===== src/rtl/sdram_cmd_pkg.sv =====
package sdram_cmd_pkg;

    typedef enum logic [1:0] {
        OP_OPEN    = 2'b00,
        OP_WRITE   = 2'b01,
        OP_CLOSE   = 2'b10,
        OP_CLOSE_A = 2'b11
    } req_op_e;

    // Pin triple ordered {ras_n, cas_n, we_n}
    localparam logic [2:0] PINS_IDLE  = 3'b111;
    localparam logic [2:0] PINS_OPEN  = 3'b011;
    localparam logic [2:0] PINS_WRITE = 3'b100;
    localparam logic [2:0] PINS_CLOSE = 3'b010;

endpackage


===== src/rtl/sdram_req_check.sv =====
module sdram_req_check
    import sdram_cmd_pkg::*;
#(
    parameter int BANK_W = 2,
    localparam int NUM_BANKS = 1 << BANK_W
) (
    input  logic                 req_valid,
    input  logic [1:0]           req_op,
    input  logic [BANK_W-1:0]    req_bank,
    input  logic [NUM_BANKS-1:0] bank_open,
    output logic                 accept,
    output logic                 reject
);

    logic legal;

    always_comb begin
        unique case (req_op_e'(req_op))
            OP_OPEN:    legal = !bank_open[req_bank];
            OP_WRITE:   legal = bank_open[req_bank];
            OP_CLOSE:   legal = 1'b1;
            OP_CLOSE_A: legal = 1'b1;
            default:    legal = 1'b0;
        endcase
        accept = req_valid && legal;
        reject = req_valid && !legal;
    end

endmodule


===== src/rtl/sdram_bank_tracker.sv =====
module sdram_bank_tracker
    import sdram_cmd_pkg::*;
#(
    parameter int BANK_W          = 2,
    parameter int TRAS_MAX_CYCLES = 16,
    localparam int NUM_BANKS = 1 << BANK_W,
    localparam int CNT_W     = $clog2(TRAS_MAX_CYCLES + 2)
) (
    input  logic                 clk,
    input  logic                 rst_n,
    input  logic                 accept,
    input  logic [1:0]           req_op,
    input  logic [BANK_W-1:0]    req_bank,
    input  logic                 req_autopre,
    output logic [NUM_BANKS-1:0] bank_open,
    output logic [NUM_BANKS-1:0] overrun
);

    localparam logic [CNT_W-1:0] CNT_LIMIT = CNT_W'(TRAS_MAX_CYCLES);
    localparam logic [CNT_W-1:0] CNT_SAT   = CNT_W'(TRAS_MAX_CYCLES + 1);

    typedef struct packed {
        logic [NUM_BANKS-1:0]            open;
        logic [NUM_BANKS-1:0][CNT_W-1:0] cnt;
    } trk_t;

    trk_t trk_d, trk_q;

    always_comb begin
        trk_d = trk_q;
        for (int b = 0; b < NUM_BANKS; b++) begin
            logic hit;
            hit = (req_bank == BANK_W'(b));
            if (trk_q.open[b] && trk_q.cnt[b] != CNT_SAT)
                trk_d.cnt[b] = trk_q.cnt[b] + 1'b1;
            if (accept) begin
                unique case (req_op_e'(req_op))
                    OP_OPEN: if (hit) begin
                        trk_d.open[b] = 1'b1;
                        trk_d.cnt[b]  = '0;
                    end
                    OP_WRITE: if (hit && req_autopre) begin
                        trk_d.open[b] = 1'b0;
                        trk_d.cnt[b]  = '0;
                    end
                    OP_CLOSE: if (hit) begin
                        trk_d.open[b] = 1'b0;
                        trk_d.cnt[b]  = '0;
                    end
                    OP_CLOSE_A: begin
                        trk_d.open[b] = 1'b0;
                        trk_d.cnt[b]  = '0;
                    end
                    default: ;
                endcase
            end
        end
    end

    always_ff @(posedge clk) begin
        if (!rst_n) trk_q <= '0;
        else        trk_q <= trk_d;
    end

    assign bank_open = trk_q.open;

    for (genvar g = 0; g < NUM_BANKS; g++) begin : g_ovr
        assign overrun[g] = trk_q.open[g] && (trk_q.cnt[g] > CNT_LIMIT);

        AST_OVERRUN_NEEDS_OPEN: assert property (@(posedge clk) disable iff (!rst_n)
            overrun[g] |-> $past(trk_q.open[g])) else $error("overrun on closed bank");
    end

    AST_OPEN_SETS_BANK: assert property (@(posedge clk) disable iff (!rst_n)
        (accept && req_op == OP_OPEN) |=> bank_open[$past(req_bank)]) else $error("open lost");

    AST_CLOSE_ALL_CLEARS: assert property (@(posedge clk) disable iff (!rst_n)
        (accept && req_op == OP_CLOSE_A) |=> (bank_open == '0 && overrun == '0)) else $error("close-all");

    AST_AUTOPRE_CLOSES: assert property (@(posedge clk) disable iff (!rst_n)
        (accept && req_op == OP_WRITE && req_autopre) |=> !bank_open[$past(req_bank)]) else $error("autopre");

endmodule


===== src/rtl/sdram_pin_encoder.sv =====
module sdram_pin_encoder
    import sdram_cmd_pkg::*;
#(
    parameter int BANK_W = 2,
    parameter int ADDR_W = 12,
    parameter int COL_W  = 9,
    parameter int AP_BIT = 10
) (
    input  logic              clk,
    input  logic              rst_n,
    input  logic              accept,
    input  logic              reject,
    input  logic [1:0]        req_op,
    input  logic [BANK_W-1:0] req_bank,
    input  logic [ADDR_W-1:0] req_addr,
    input  logic              req_autopre,
    output logic [2:0]        pins,
    output logic [BANK_W-1:0] ba,
    output logic [ADDR_W-1:0] addr,
    output logic              err
);

    typedef struct packed {
        logic [2:0]        pins;
        logic [BANK_W-1:0] ba;
        logic [ADDR_W-1:0] addr;
        logic              err;
    } enc_t;

    localparam enc_t ENC_RESET = '{pins: PINS_IDLE, ba: '0, addr: '0, err: 1'b0};

    enc_t enc_d, enc_q;

    always_comb begin
        enc_d     = ENC_RESET;
        enc_d.err = reject;
        if (accept) begin
            unique case (req_op_e'(req_op))
                OP_OPEN: begin
                    enc_d.pins = PINS_OPEN;
                    enc_d.ba   = req_bank;
                    enc_d.addr = req_addr;
                end
                OP_WRITE: begin
                    enc_d.pins              = PINS_WRITE;
                    enc_d.ba                = req_bank;
                    enc_d.addr[COL_W-1:0]   = req_addr[COL_W-1:0];
                    enc_d.addr[AP_BIT]      = req_autopre;
                end
                OP_CLOSE: begin
                    enc_d.pins = PINS_CLOSE;
                    enc_d.ba   = req_bank;
                end
                OP_CLOSE_A: begin
                    enc_d.pins         = PINS_CLOSE;
                    enc_d.addr[AP_BIT] = 1'b1;
                end
                default: ;
            endcase
        end
    end

    always_ff @(posedge clk) begin
        if (!rst_n) enc_q <= ENC_RESET;
        else        enc_q <= enc_d;
    end

    assign pins = enc_q.pins;
    assign ba   = enc_q.ba;
    assign addr = enc_q.addr;
    assign err  = enc_q.err;

    AST_IDLE_WITHOUT_REQ: assert property (@(posedge clk) disable iff (!rst_n)
        !(accept || reject) |=> (pins == PINS_IDLE && !err)) else $error("idle");

    AST_ERROR_IS_PULSE: assert property (@(posedge clk) disable iff (!rst_n)
        (reject && !$past(reject)) |=> err) else $error("err pulse");

    AST_CLOSE_ALL_A10: assert property (@(posedge clk) disable iff (!rst_n)
        (accept && req_op == OP_CLOSE_A) |=> (addr[AP_BIT] && ba == '0)) else $error("a10");

endmodule


===== src/rtl/sdram_bank_cmd_enc.sv =====
module sdram_bank_cmd_enc
    import sdram_cmd_pkg::*;
#(
    parameter int BANK_W          = 2,
    parameter int ADDR_W          = 12,
    parameter int COL_W           = 9,
    parameter int AP_BIT          = 10,
    parameter int TRAS_MAX_CYCLES = 16,
    localparam int NUM_BANKS = 1 << BANK_W
) (
    input  logic                 clk,
    input  logic                 rst_n,
    input  logic                 req_valid,
    input  logic [1:0]           req_op,
    input  logic [BANK_W-1:0]    req_bank,
    input  logic [ADDR_W-1:0]    req_addr,
    input  logic                 req_autopre,
    output logic                 req_ready,
    output logic                 sd_ras_n,
    output logic                 sd_cas_n,
    output logic                 sd_we_n,
    output logic [BANK_W-1:0]    sd_ba,
    output logic [ADDR_W-1:0]    sd_addr,
    output logic                 req_error,
    output logic [NUM_BANKS-1:0] bank_active,
    output logic [NUM_BANKS-1:0] tras_violation
);

    logic       accept;
    logic       reject;
    logic [2:0] pins;

    sdram_req_check #(.BANK_W(BANK_W)) u_check (
        .req_valid (req_valid),
        .req_op    (req_op),
        .req_bank  (req_bank),
        .bank_open (bank_active),
        .accept    (accept),
        .reject    (reject)
    );

    sdram_bank_tracker #(.BANK_W(BANK_W), .TRAS_MAX_CYCLES(TRAS_MAX_CYCLES)) u_track (
        .clk         (clk),
        .rst_n       (rst_n),
        .accept      (accept),
        .req_op      (req_op),
        .req_bank    (req_bank),
        .req_autopre (req_autopre),
        .bank_open   (bank_active),
        .overrun     (tras_violation)
    );

    sdram_pin_encoder #(.BANK_W(BANK_W), .ADDR_W(ADDR_W), .COL_W(COL_W), .AP_BIT(AP_BIT)) u_enc (
        .clk         (clk),
        .rst_n       (rst_n),
        .accept      (accept),
        .reject      (reject),
        .req_op      (req_op),
        .req_bank    (req_bank),
        .req_addr    (req_addr),
        .req_autopre (req_autopre),
        .pins        (pins),
        .ba          (sd_ba),
        .addr        (sd_addr),
        .err         (req_error)
    );

    assign req_ready = accept;
    assign {sd_ras_n, sd_cas_n, sd_we_n} = pins;

    AST_ERROR_MEANS_IDLE: assert property (@(posedge clk) disable iff (!rst_n)
        req_error |-> (sd_ras_n && sd_cas_n && sd_we_n)) else $error("err not idle");

    AST_WRITE_NEEDS_OPEN: assert property (@(posedge clk) disable iff (!rst_n)
        (req_ready && req_op == OP_WRITE) |-> bank_active[req_bank]) else $error("write closed");

    AST_REOPEN_REJECTED: assert property (@(posedge clk) disable iff (!rst_n)
        (req_valid && req_op == OP_OPEN && bank_active[req_bank]) |=> req_error) else $error("reopen");

    AST_READY_NO_ERROR: assert property (@(posedge clk) disable iff (!rst_n)
        req_ready |=> !req_error) else $error("ready err");

endmodule


===== config.mk =====
export PLATFORM = sky130hd
export DESIGN_NAME = sdram_bank_cmd_enc
export DESIGN_NICKNAME = d
export VERILOG_FILES = /design/src/rtl/sdram_cmd_pkg.sv /design/src/rtl/sdram_req_check.sv /design/src/rtl/sdram_bank_tracker.sv /design/src/rtl/sdram_pin_encoder.sv /design/src/rtl/sdram_bank_cmd_enc.sv
export SDC_FILE = /design/constraint.sdc
export NUM_CORES = 1
export LEC_CHECK = 0
export CORE_MARGIN = 5
export CORE_UTILIZATION = 50
export DETAILED_ROUTE_END_ITERATION = 10
export PLACE_DENSITY = 0.79
export REMOVE_ABC_BUFFERS = 1
export SLEW_MARGIN = 20
export SYNTH_ARGS = -nofsm -noshare
export SYNTH_HDL_FRONTEND = slang
export SYNTH_SLANG_ARGS = --single-unit

===== constraint.sdc =====
create_clock -name clk -period 2.1 [get_ports clk]
set_clock_uncertainty 0.1 [all_clocks]
set_input_delay 0.42 -clock clk [delete_from_list [all_inputs] [get_ports clk]]
set_output_delay 0.42 -clock clk [all_outputs]
set_load 0.02 [all_outputs]

; Yosys cells after proc, flatten, opt, wreduce, memory -nomap -nowiden
; Index checks and enable logic that the tools add are counted.
[word_totals]
input_bits = 20
elab_cells = 116
reg_bits = 42
out_inout_bits = 27
[op_classes]
mux = 41
magnitude_cmp = 5
add_sub_neg = 4
reduce_logical = 30
eq_ne = 22
[op_table]
columns = operator, n
row1 = $mux W5, 16
row2 = $pmux W5 S3, 4
row3 = $ne A2 B1 Y1 const B, 12
row4 = $add A5 B1 Y5 const B, 4
row5 = $gt A5 B5 Y1 const B, 4
row6 = $ne A5 B5 Y1 const B, 4
row7 = $pmux W1 S4, 4
row8 = $reduce_and A4 Y1, 4
row9 = $logic_and A1 B1 Y1, 14
row10 = $mux W1, 13
row11 = $pmux W3 S3, 1
row12 = $reduce_and A3 Y1, 3
row13 = $eq A2 B2 Y1 const B, 4
row14 = $pmux W1 S3, 2
row15 = $reduce_or A2 Y1, 3
row16 = $eq A2 B1 Y1 const B, 2
row17 = $logic_not A2 Y1, 2
row18 = $lt A2 B3 Y1 const B, 1
row19 = $reduce_or A3 Y1, 1
row20 = $bmux W1 S2, 1
row21 = $logic_not A1 Y1, 2
row22 = $reduce_and A2 Y1, 1

; Logic depth before layout (Yosys ltp)
; Gate-level depths: netlist (run 1).
[depth]
word_depth = 6
ltp_mapped = 6
ltp_nobuf = 6

; By module
; From an unflattened synthesis (run 1), not the netlist that was laid out.
[hier_totals]
cells_unflattened = 218
hier_area_um2 = 2108.3
[modules_own_cells]
columns = mod, area_each_um2, instances, cells_per_inst, seq_area_each_um2
row1 = sdram_bank_tracker, 1471.4, 1, 163, 480.5
row2 = sdram_pin_encoder, 550.5, 1, 45, 360.3
row3 = sdram_req_check, 86.3, 1, 10, 0.0

; Worst setup path before layout (run 1)
; Ideal clock, no wire load.
[synth_path]
path_kind = in2out
start = input port req_bank[0]
end = output port req_ready
path_buffers = 0
cell_stages = 3
arrival_time_ns = 1.511
path_slack_ns = 0.069
required_ns = 1.580
path_cell_list = mux2i_1 mux2_2 nor3_1
[synth_between]
elab_chain_len = 5
[synth_lines]
columns = item, line
row1 = from (decl), sdram_bank_cmd_enc.sv:15  ; input logic [BANK_W-1:0] req_bank,
row2 = $bmux W1 S2 *, "sdram_req_check.sv:19, sdram_req_check.sv:20"
row3 = $mux W1 (not written as such) *, "sdram_req_check.sv:19, sdram_req_check.sv:20"
row4 = $logic_not A1 Y1, sdram_req_check.sv:19  ; OP_OPEN: legal = !bank_open[req_bank];
row5 = $pmux W1 S3 *, sdram_req_check.sv:18  ; unique case (req_op_e'(req_op))
row6 = $logic_and A1 B1 Y1 *, sdram_req_check.sv:25  ; accept = req_valid && legal;
row7 = to (decl), sdram_bank_cmd_enc.sv:18  ; output logic req_ready,
; Mark *: on every way between the ends. The rest lies on a longest branch, timed or not. The select of a mux whose other input is x is not followed.

; Final worst setup path (run 1)
[layout_path]
start = input port req_op[1]
end = output port req_ready
[layout_between]
elab_chain_len = 4
elab_cells_between_ends = 7
classes_between = eq/ne: 3 / mux: 1 / reduce/logical: 3
[layout_lines]
columns = item, line
row1 = from (decl), sdram_bank_cmd_enc.sv:14  ; input logic [1:0] req_op,
row2 = $eq A2 B2 Y1, sdram_req_check.sv:18
row3 = $reduce_or A2 Y1 (no line), --
row4 = $pmux W1 S3 *, sdram_req_check.sv:18
row5 = $logic_and A1 B1 Y1 *, sdram_req_check.sv:25
; Mark *: on every way between the ends. The rest lies on a longest branch, timed or not.

==> results.cfg, run 1 <==
[hold_path]
hold_path.startpoint = u_track.trk_q[6]$_SDFF_PN0_
min_path_cells = 2
min_path_type = reg2reg
hold_path_end = u_track.trk_q[6]$_SDFF_PN0_

[synthesis]
synth_top_area_share_pct = 39.4
synthCells = 231
synthTopCellsByCount = dfxtp_1, nand2_1, nor2_1, ha_1, inv_1
ys_seq_area_share_pct = 39.4
yosys_warnings = 0
synth.area.top_cells = dfxtp_1, ha_1, xor2_1
synthFlopType = dfxtp_1
synth_edf_count = 0
synth.most_common_cell = dfxtp_1
synth_area_um2 = 2130
synth_cell_types = 45
async_flop_share_pct = 0
synth_seq_cells = 42
yosysTopAreaCell = dfxtp_1
avgSynthCellArea_um2 = 9.24

[floorplan]
rows = 23
die_y_um = 75.3
dieWidth_um = 75.3
core_um2 = 4060
initial_core_util_pct = 52.6
io_pins = 47
die-area_um2 = 5670

[critical_path]
r2r-start = u_track.bank_open[0]$_SDFFE_PN0P_
reg2reg_to = u_track.trk_q[0]$_SDFF_PN0_
crit_path_max_incr_delay_ns = 0.41
startpoint_type = input pin
cp-end-kind = primary output
cp_slowest_cell = or3b_1
crit_arrival_ns = 1.53
reg2regPathDepth = 5
crit_chain = dlygate4sd2_1 > or3b_1 > mux2i_2 > nor3_1 > buf_2
required_ns = 1.58
r2r_slack_ns = 0.15
critical_path_class = in2out
crit_fanout = 6

[placed_design]
pre_cts_slack_ns = -0.785
dpl.hpwl_um = 3580
portBuffers = 46
dpl-instance-area_um2 = 2780
dp.cells = 339
gp_congestion = 0.878

[cts]
root_buffer = clkbuf_8
cts_buffers = 5
path_clk_slew_ns = 0.08
cts_tree = yes
clk_latency_ns = 0.30
cts.path.max_buffers = 2
cts_sinks = 42
post-cts-setup-buffer-count = 0
h-tree-depth = 2

[cells_and_area]
nFillCells = 314
stdcell_count = 347
fin_util_pct = 71.0
stdcell_area_um2 = 2880
area_delta_synth_final_pct = 35.0
diodes = 0
layout-drive-gt1-share_pct = 16.2
num-nets-final = 328

[route]
drtIter0Drc = 123
dr.pass1.iters = 4
ant_nets = 0
vias = 1838
wl_per_cell_um = 14.0
drc = 0
drt-vias-per-instance = 5.30
drt-total-wl_um = 4850

[sta]
drv_slew = 0
fmax_mhz = 487
rsz0062_at_grt = no
post-route-period-util_pct = 97.8
worst_pin_slew_ns = 0.494
finalHoldViolCount = 0
setup_viol = 0
relSlewSlack_pct = 66.8
fin_ws_ns = 0.0461
holdWs_ns = 0.444
min_period_ns = 2.05

[grt]
overflow = 0
grt_pass1_wl_um = 8260
grt_use_total_pct = 18.9
grt_max_degree = 16
grt_pass1_vias = 1805
antenna_found_initial = 0

[run_status]
status = complete, no violations

[power_and_ir_drop]
power_density_nw_per_um2 = 555
p_leak_nw = 1.19
vdd_drop_max_mv = 0.316

[flow_run]
cap_violations = 0
cell families (layout without fill, tap and decap cells):
| kind of cell | after synthesis | after routing | synth area share, % |
|---|---|---|---|
| AOI/OAI and AO/OA | 41 | 41 | 13.5 |
| xor gates and xnor gates | 17 | 17 | 6.98 |
| adders and majority gates | 12 | 12 | 7.04 |
| buffers and inverters | 29 | 95 | 6.33 |
| DFF | 42 | 42 | 39.4 |
| muxes | 11 | 11 | 6.22 |
| and+or+nand+nor | 79 | 79 | 20.5 |
per-layer routing:
layer / part of all wire (%) / up-vias / GRT usage (%) / routed length, um
li1: - / 929 / - / -
met1: 44 / 858 / 24.7 / 2110
met4: 1.1 / 0 / 5.24 / 52
met2: 49 / 45 / 31.4 / 2400
met5: 0 / - / 0 / 0
met3: 6.0 / 6 / 4.49 / 291
stage by stage:
step / TNS, ns / power (mW)
6_report: 0 / 1.60
3_5_place_dp: -12.56 / 1.07
4_1_cts: -0.161 / 1.61
5_1_grt: 0 / 1.68
3_3_place_gp: -11.75 / 1.07
2_1_floorplan: 0 / 0.929
worst max-delay path by stage:
stage                                                  from   endpoint  slack, ns  cells after the start
after floorplan           u_track.bank_open[1]$_SDFFE_PN0P_  req_ready       0.06                      3
after CTS                                       req_bank[1]  req_ready      -0.16                      5
final                                             req_op[1]  req_ready       0.05                      5
after global routing                              req_op[1]  req_ready      0.004                      5
after detailed placement                        req_bank[0]  req_ready      -0.79                      5
after global placement                          req_bank[0]  req_ready      -0.80                      5
state kept, by name, summed over array words and instances (netlist names):
register / count
u_enc.err: 1
u_track.bank_open: 4
u_enc.ba: 2
u_enc.pins: 3
u_track.trk_q: 20
u_enc.addr: 12
final cells by class:
class | count | area, um2 | area share (%)
Sequential cell | 42 | 841 | 29.2
Timing Repair Buffer | 75 | 663 | 23.0
Clock inverter | 3 | 25.0 | 0.869
Clock buffer | 5 | 68.8 | 2.39
Multi-Input combinational cell | 160 | 1170 | 40.8
Inverter | 12 | 45.0 | 1.56
Tap cell | 50 | 62.6 | 2.17
worst max-delay path, delay by kind of cell:
family / cells / cell delay (ns)
buf+inv: 2 / 0.45
mux: 1 / 0.18
simple gates: 2 / 0.48
cell usage in the layout (no fill, tap or decap), types with 2 or more instances in the layout:
cell              n
xnor2_1           8
o31a_1            2
dfxtp_1          42
and3_1            9
and2_1           10
inv_1            11
o31ai_1           4
nand2_1          16
o21ai_0          10
clkbuf_8          5
mux2i_1           5
mux2i_2           2
nor3b_1           6
nor2_1           15
dlygate4sd2_1     6
xor2_1            9
nor2b_1           4
a21oi_1           7
o311ai_0          5
a21boi_0          2
ha_1             12
buf_4            29
clkdlybuf4s50_1  37
nor3_1            5
nand4_1           8
where the power goes:
part	switching, mW	total [mW]	internal (mW)
Sequential	0.00667	0.816	0.810
Clock	0.309	0.549	0.240
Combinational	0.110	0.234	0.123
repair_timing:
action | 4_1_cts | 5_1_grt
pin swaps | 0 | 0
hold buffers | 0 | 0
gates resized for setup | 14 | 4
endpoints found under the setup margin | 33 | 6
Power figures use the tool's default switching activity.
==> run 2: changes to the inputs <==
--- a/config.mk
+++ b/config.mk
@@ -6,9 +6,8 @@
 export NUM_CORES = 1
 export LEC_CHECK = 0
 export CORE_MARGIN = 5
-export CORE_UTILIZATION = 50
+export CORE_UTILIZATION = 31
 export DETAILED_ROUTE_END_ITERATION = 10
-export PLACE_DENSITY = 0.79
 export REMOVE_ABC_BUFFERS = 1
 export SLEW_MARGIN = 20
 export SYNTH_ARGS = -nofsm -noshare
==> results.cfg, run 2 (same netlist as run 1, synthesis figures left out) <==
[cells_and_area]
layout-drive-gt1-share_pct = 17.2
num-nets-final = 328
final_cell_mix = dfxtp_1, clkdlybuf4s50_1, buf_4
largest_reg_flops = 20
final_common_cell = dfxtp_1
diodes = 0
stdcell_area_um2 = 2940
stdcell_count = 377
top_register = u_track.trk_q
area_delta_synth_final_pct = 37.7

[critical_path]
startpoint_type = input pin
cp_top_family = multiplexers
crit_fanout = 2
critical_path_class = in2out
cp_num_cells = 5
required_ns = 1.58
crit_arrival_ns = 1.54
crit_path_max_incr_delay_ns = 0.34
reg2regPathDepth = 5
cp-end-kind = primary output
cp_slowest_cell = mux2_4
path_buf_inv = 2
crit_chain = clkdlybuf4s15_2 > mux2i_2 > mux2_4 > nor3_2 > buf_4

[cts]
cts_sinks = 42
cts.path.max_buffers = 2
clk_latency_ns = 0.31
root_buffer = clkbuf_8
h-tree-depth = 2
path_clk_slew_ns = 0.09
postCtsHoldBufs = 0
cts_buffers = 5
cts_tree = yes

[power_and_ir_drop]
vdd_drop_max_mv = 0.255
intPower_mw = 1.17
power_frac_clock_pct = 34.0
combPwrFrac_pct = 15.0
switching_power_mw = 0.425
p_sw_share_pct = 26.6
power_density_nw_per_um2 = 545
power.share.sequential_pct = 51.0
p_leak_nw = 1.18

[sta]
finalHoldViolCount = 0
worst_pin_slew_ns = 0.465
holdWs_ns = 0.444
drv_slew = 0
setup_tns_ns = 0
setup_viol = 0
fmax_mhz = 485
min_period_ns = 2.06
rsz0062_at_grt = no
fin_ws_ns = 0.0379
post-route-period-util_pct = 98.2
relSlewSlack_pct = 68.7

[floorplan]
die_y_um = 93.0
core_um2 = 6760
rows = 30
io_pins = 47
dieWidth_um = 93.0
die-area_um2 = 8640
initial_core_util_pct = 31.6

[placed_design]
dpl.hpwl_um = 3560
gp_congestion = 0.836
dpl-instance-area_um2 = 2810
dp.cells = 368
portBuffers = 46
pre_cts_slack_ns = -0.822

[grt]
antenna_found_initial = 0
grt_pass1_wl_um = 8130
overflow = 0
grt_pass1_vias = 1682
grt_use_total_pct = 11.8
grt_max_degree = 16

[route]
vias = 1807
drtIter0Drc = 69
drc = 0
ant_nets = 0
drt-total-wl_um = 4850
dr.pass1.iters = 4
wl_per_cell_um = 12.9
drt-vias-per-instance = 4.79

[hold_path]
min_path_cells = 2
min_path_type = reg2reg

[run_status]
status = complete, no violations

[flow_run]
cap_violations = 0
[run 2: changes by cell type in the layout (fill, tap and decap cells not counted), sizes merged]
cell / change
clkdlybuf4s15: +1
dlymetal6s2s: -1
clkinvlp: +1
clkinv: -1
[run 2: routing by layer]
layer,up-vias,global-route usage [%],routed length [um]
met5,-,0,0
li1,930,-,-
met3,9,3.25,283
met2,44,18.5,2080
met4,0,4.40,85
met1,824,15.3,2400
[run 2: layout make-up]
cell class	count	area, um2
sequential	42	841
fill	657	3820
multi-input combinational	160	1190
clock inverter	3	23.8
clock buffer	5	68.8
tap	80	100
inverter	12	45.0
timing repair buffer	75	668
[run 2: worst register-to-register path: cells and delay by family (launching register included)]
family	cells	cell delay, ns
flip-flops	1	0.34
AND/OR/NAND/NOR	2	0.69
buffers and inverters	1	0.16
multiplexers	2	0.54
[run 2: what timing repair did]
| item | 4_1_cts | 5_1_grt |
|---|---|---|
| setup endpoints to repair | 31 | 1 |
| gates resized for setup | 23 | 2 |
| pin swaps | 0 | 0 |
| buffers inserted | 1 | 0 |
| hold endpoints to repair | 0 | 0 |
[run 2: final timing paths]
path	from	end	slack, ns
setup / recovery	req_bank[0]	req_ready	0.04
hold / removal	u_track.trk_q[6]$_SDFF_PN0_	u_track.trk_q[6]$_SDFF_PN0_	0.44
hold reg to reg	u_track.trk_q[6]$_SDFF_PN0_	u_track.trk_q[6]$_SDFF_PN0_	0.44
setup reg to reg	u_track.bank_open[1]$_SDFFE_PN0P_	u_track.trk_q[2]$_SDFF_PN0_	0.17
[run 2: stage by stage]
stage,power [mW],utilization (%)
after CTS,1.62,43.5
after global routing,1.68,43.5
after detailed placement,1.07,41.6
final,1.60,43.5
after floorplan,0.929,-
after global placement,1.07,41.6
[run 2: power groups by stage]
stage                     clock network [mW]  registers, mW  logic (mW)
after detailed placement                   0          0.834       0.234
final                                  0.544          0.816       0.239
after floorplan                            0          0.851      0.0783
after global routing                   0.599          0.818       0.262
after global placement                     0          0.834       0.232
after CTS                              0.564          0.816       0.240
==> run 3: changes to the inputs <==
--- a/config.mk
+++ b/config.mk
@@ -8,7 +8,6 @@
 export CORE_MARGIN = 5
 export CORE_UTILIZATION = 31
 export DETAILED_ROUTE_END_ITERATION = 10
-export REMOVE_ABC_BUFFERS = 1
 export SLEW_MARGIN = 20
 export SYNTH_ARGS = -nofsm -noshare
 export SYNTH_HDL_FRONTEND = slang
==> constraint.sdc (replaced) <==
create_clock -name clk -period 2.54 [get_ports clk]
set_clock_uncertainty 0.1 [all_clocks]
set_input_delay 0.508 -clock clk [delete_from_list [all_inputs] [get_ports clk]]
set_output_delay 0.508 -clock clk [all_outputs]
set_load 0.02 [all_outputs]
==> results.cfg, run 3 (same netlist as run 1, synthesis figures left out) <==
[critical_path]
required_ns = 1.93
crit_chain = clkdlybuf4s50_1 > or3b_1 > mux2i_2 > nor3_4 > buf_6
cp_top_family = buffers and inverters
crit_fanout = 6
cp-end-kind = primary output
startpoint_type = input pin
crit_arrival_ns = 1.88
path_buf_inv = 2
cp_slowest_cell = clkdlybuf4s50_1
critical_path_class = in2out
crit_path_max_incr_delay_ns = 0.49

[placed_design]
dp.cells = 361
dpl-instance-area_um2 = 2760
gp_congestion = 0.840
pre_cts_slack_ns = -0.621
dpl.hpwl_um = 3480
portBuffers = 46

[cts]
cts_sinks = 42
root_buffer = clkbuf_8
path_clk_slew_ns = 0.08
postCtsHoldBufs = 0
h-tree-depth = 2
clk_latency_ns = 0.29
cts_tree = yes
cts_buffers = 5
cts.path.max_buffers = 2

[grt]
grt_pass1_vias = 1689
antenna_found_initial = 0
overflow = 0
grt_pass1_wl_um = 7940
grt_use_total_pct = 11.5
grt_max_degree = 15

[route]
drtIter0Drc = 57
vias = 1760
drc = 0
ant_nets = 0
drt-vias-per-instance = 4.76
drt-total-wl_um = 4750
wl_per_cell_um = 12.8
dr.pass1.iters = 4

[cells_and_area]
diodes = 0
nFillCells = 670
area_delta_synth_final_pct = 36.2
largest_reg_flops = 20
final_common_cell = clkdlybuf4s50_1
multi_input_area_um2 = 1180
final_cell_mix = clkdlybuf4s50_1, dfxtp_1, buf_4
num-nets-final = 321
stdcell_count = 370
top_register = u_track.trk_q
stdcell_area_um2 = 2910
regArea_um2 = 841
layout-drive-gt1-share_pct = 14.1
fin_util_pct = 43.0

[sta]
post-route-period-util_pct = 97.8
setup_tns_ns = 0
holdWs_ns = 0.457
finalHoldViolCount = 0
fmax_mhz = 403
relSlewSlack_pct = 66.5
rsz0062_at_grt = no
min_period_ns = 2.48
setup_viol = 0
worst_pin_slew_ns = 0.498
fin_ws_ns = 0.0562
drv_slew = 0

[floorplan]
initial_core_util_pct = 31.6
rows = 30
io_pins = 47
die-area_um2 = 8640
dieWidth_um = 93.0
die_y_um = 93.0
core_um2 = 6760

[hold_path]
min_path_type = reg2reg

[power_and_ir_drop]
p_leak_nw = 1.13
p_total_mw = 1.39
vdd_drop_max_mv = 0.289
power_density_nw_per_um2 = 480

[run_status]
status = complete, no violations

[synthesis]
syn-num-nets = 263

[flow_run]
cap_violations = 0
run 3: worst min-delay path, cell delays in order (launching register included):
cell and delay [ns]:
dfxtp_1 0.33, inv_1 0.11, a211oi_1 0.08
run 3: final cells by class:
class,count,share of cell area [%]
Sequential cell,42,28.9
Tap cell,80,3.45
Inverter,12,1.55
Multi-Input combinational cell,160,40.5
Timing Repair Buffer,68,21.7
Clock inverter,3,1.55
Clock buffer,5,2.37
run 3: power by group:
group          total [mW]  internal, mW  switching [mW]
clock               0.531         0.292           0.239
combinational       0.189        0.0992          0.0902
sequential          0.674         0.669         0.00517
total                1.39          1.06           0.334
run 3: worst paths after layout:
kind              slack, ns  cells after the start                     endpoint                              start
hold reg to reg        0.46                      2  u_track.trk_q[6]$_SDFF_PN0_        u_track.trk_q[6]$_SDFF_PN0_
setup / recovery       0.06                      5                    req_ready                          req_op[1]
setup reg to reg       0.60                      5  u_track.trk_q[3]$_SDFF_PN0_  u_track.bank_open[0]$_SDFFE_PN0P_
hold / removal         0.46                      2  u_track.trk_q[6]$_SDFF_PN0_        u_track.trk_q[6]$_SDFF_PN0_
run 3: metal layers:
metal,vias to the layer above,wire length (um),track usage (%)
met5,-,0,0
met4,0,105,4.76
met3,8,208,2.68
met2,39,2110,18.6
met1,796,2320,14.7
li1,917,-,-
run 3: timing repair:
action | in CTS | in global routing
setup endpoints to repair | 1 | 0
resized for setup | 13 | 0
buffers inserted | 1 | 0
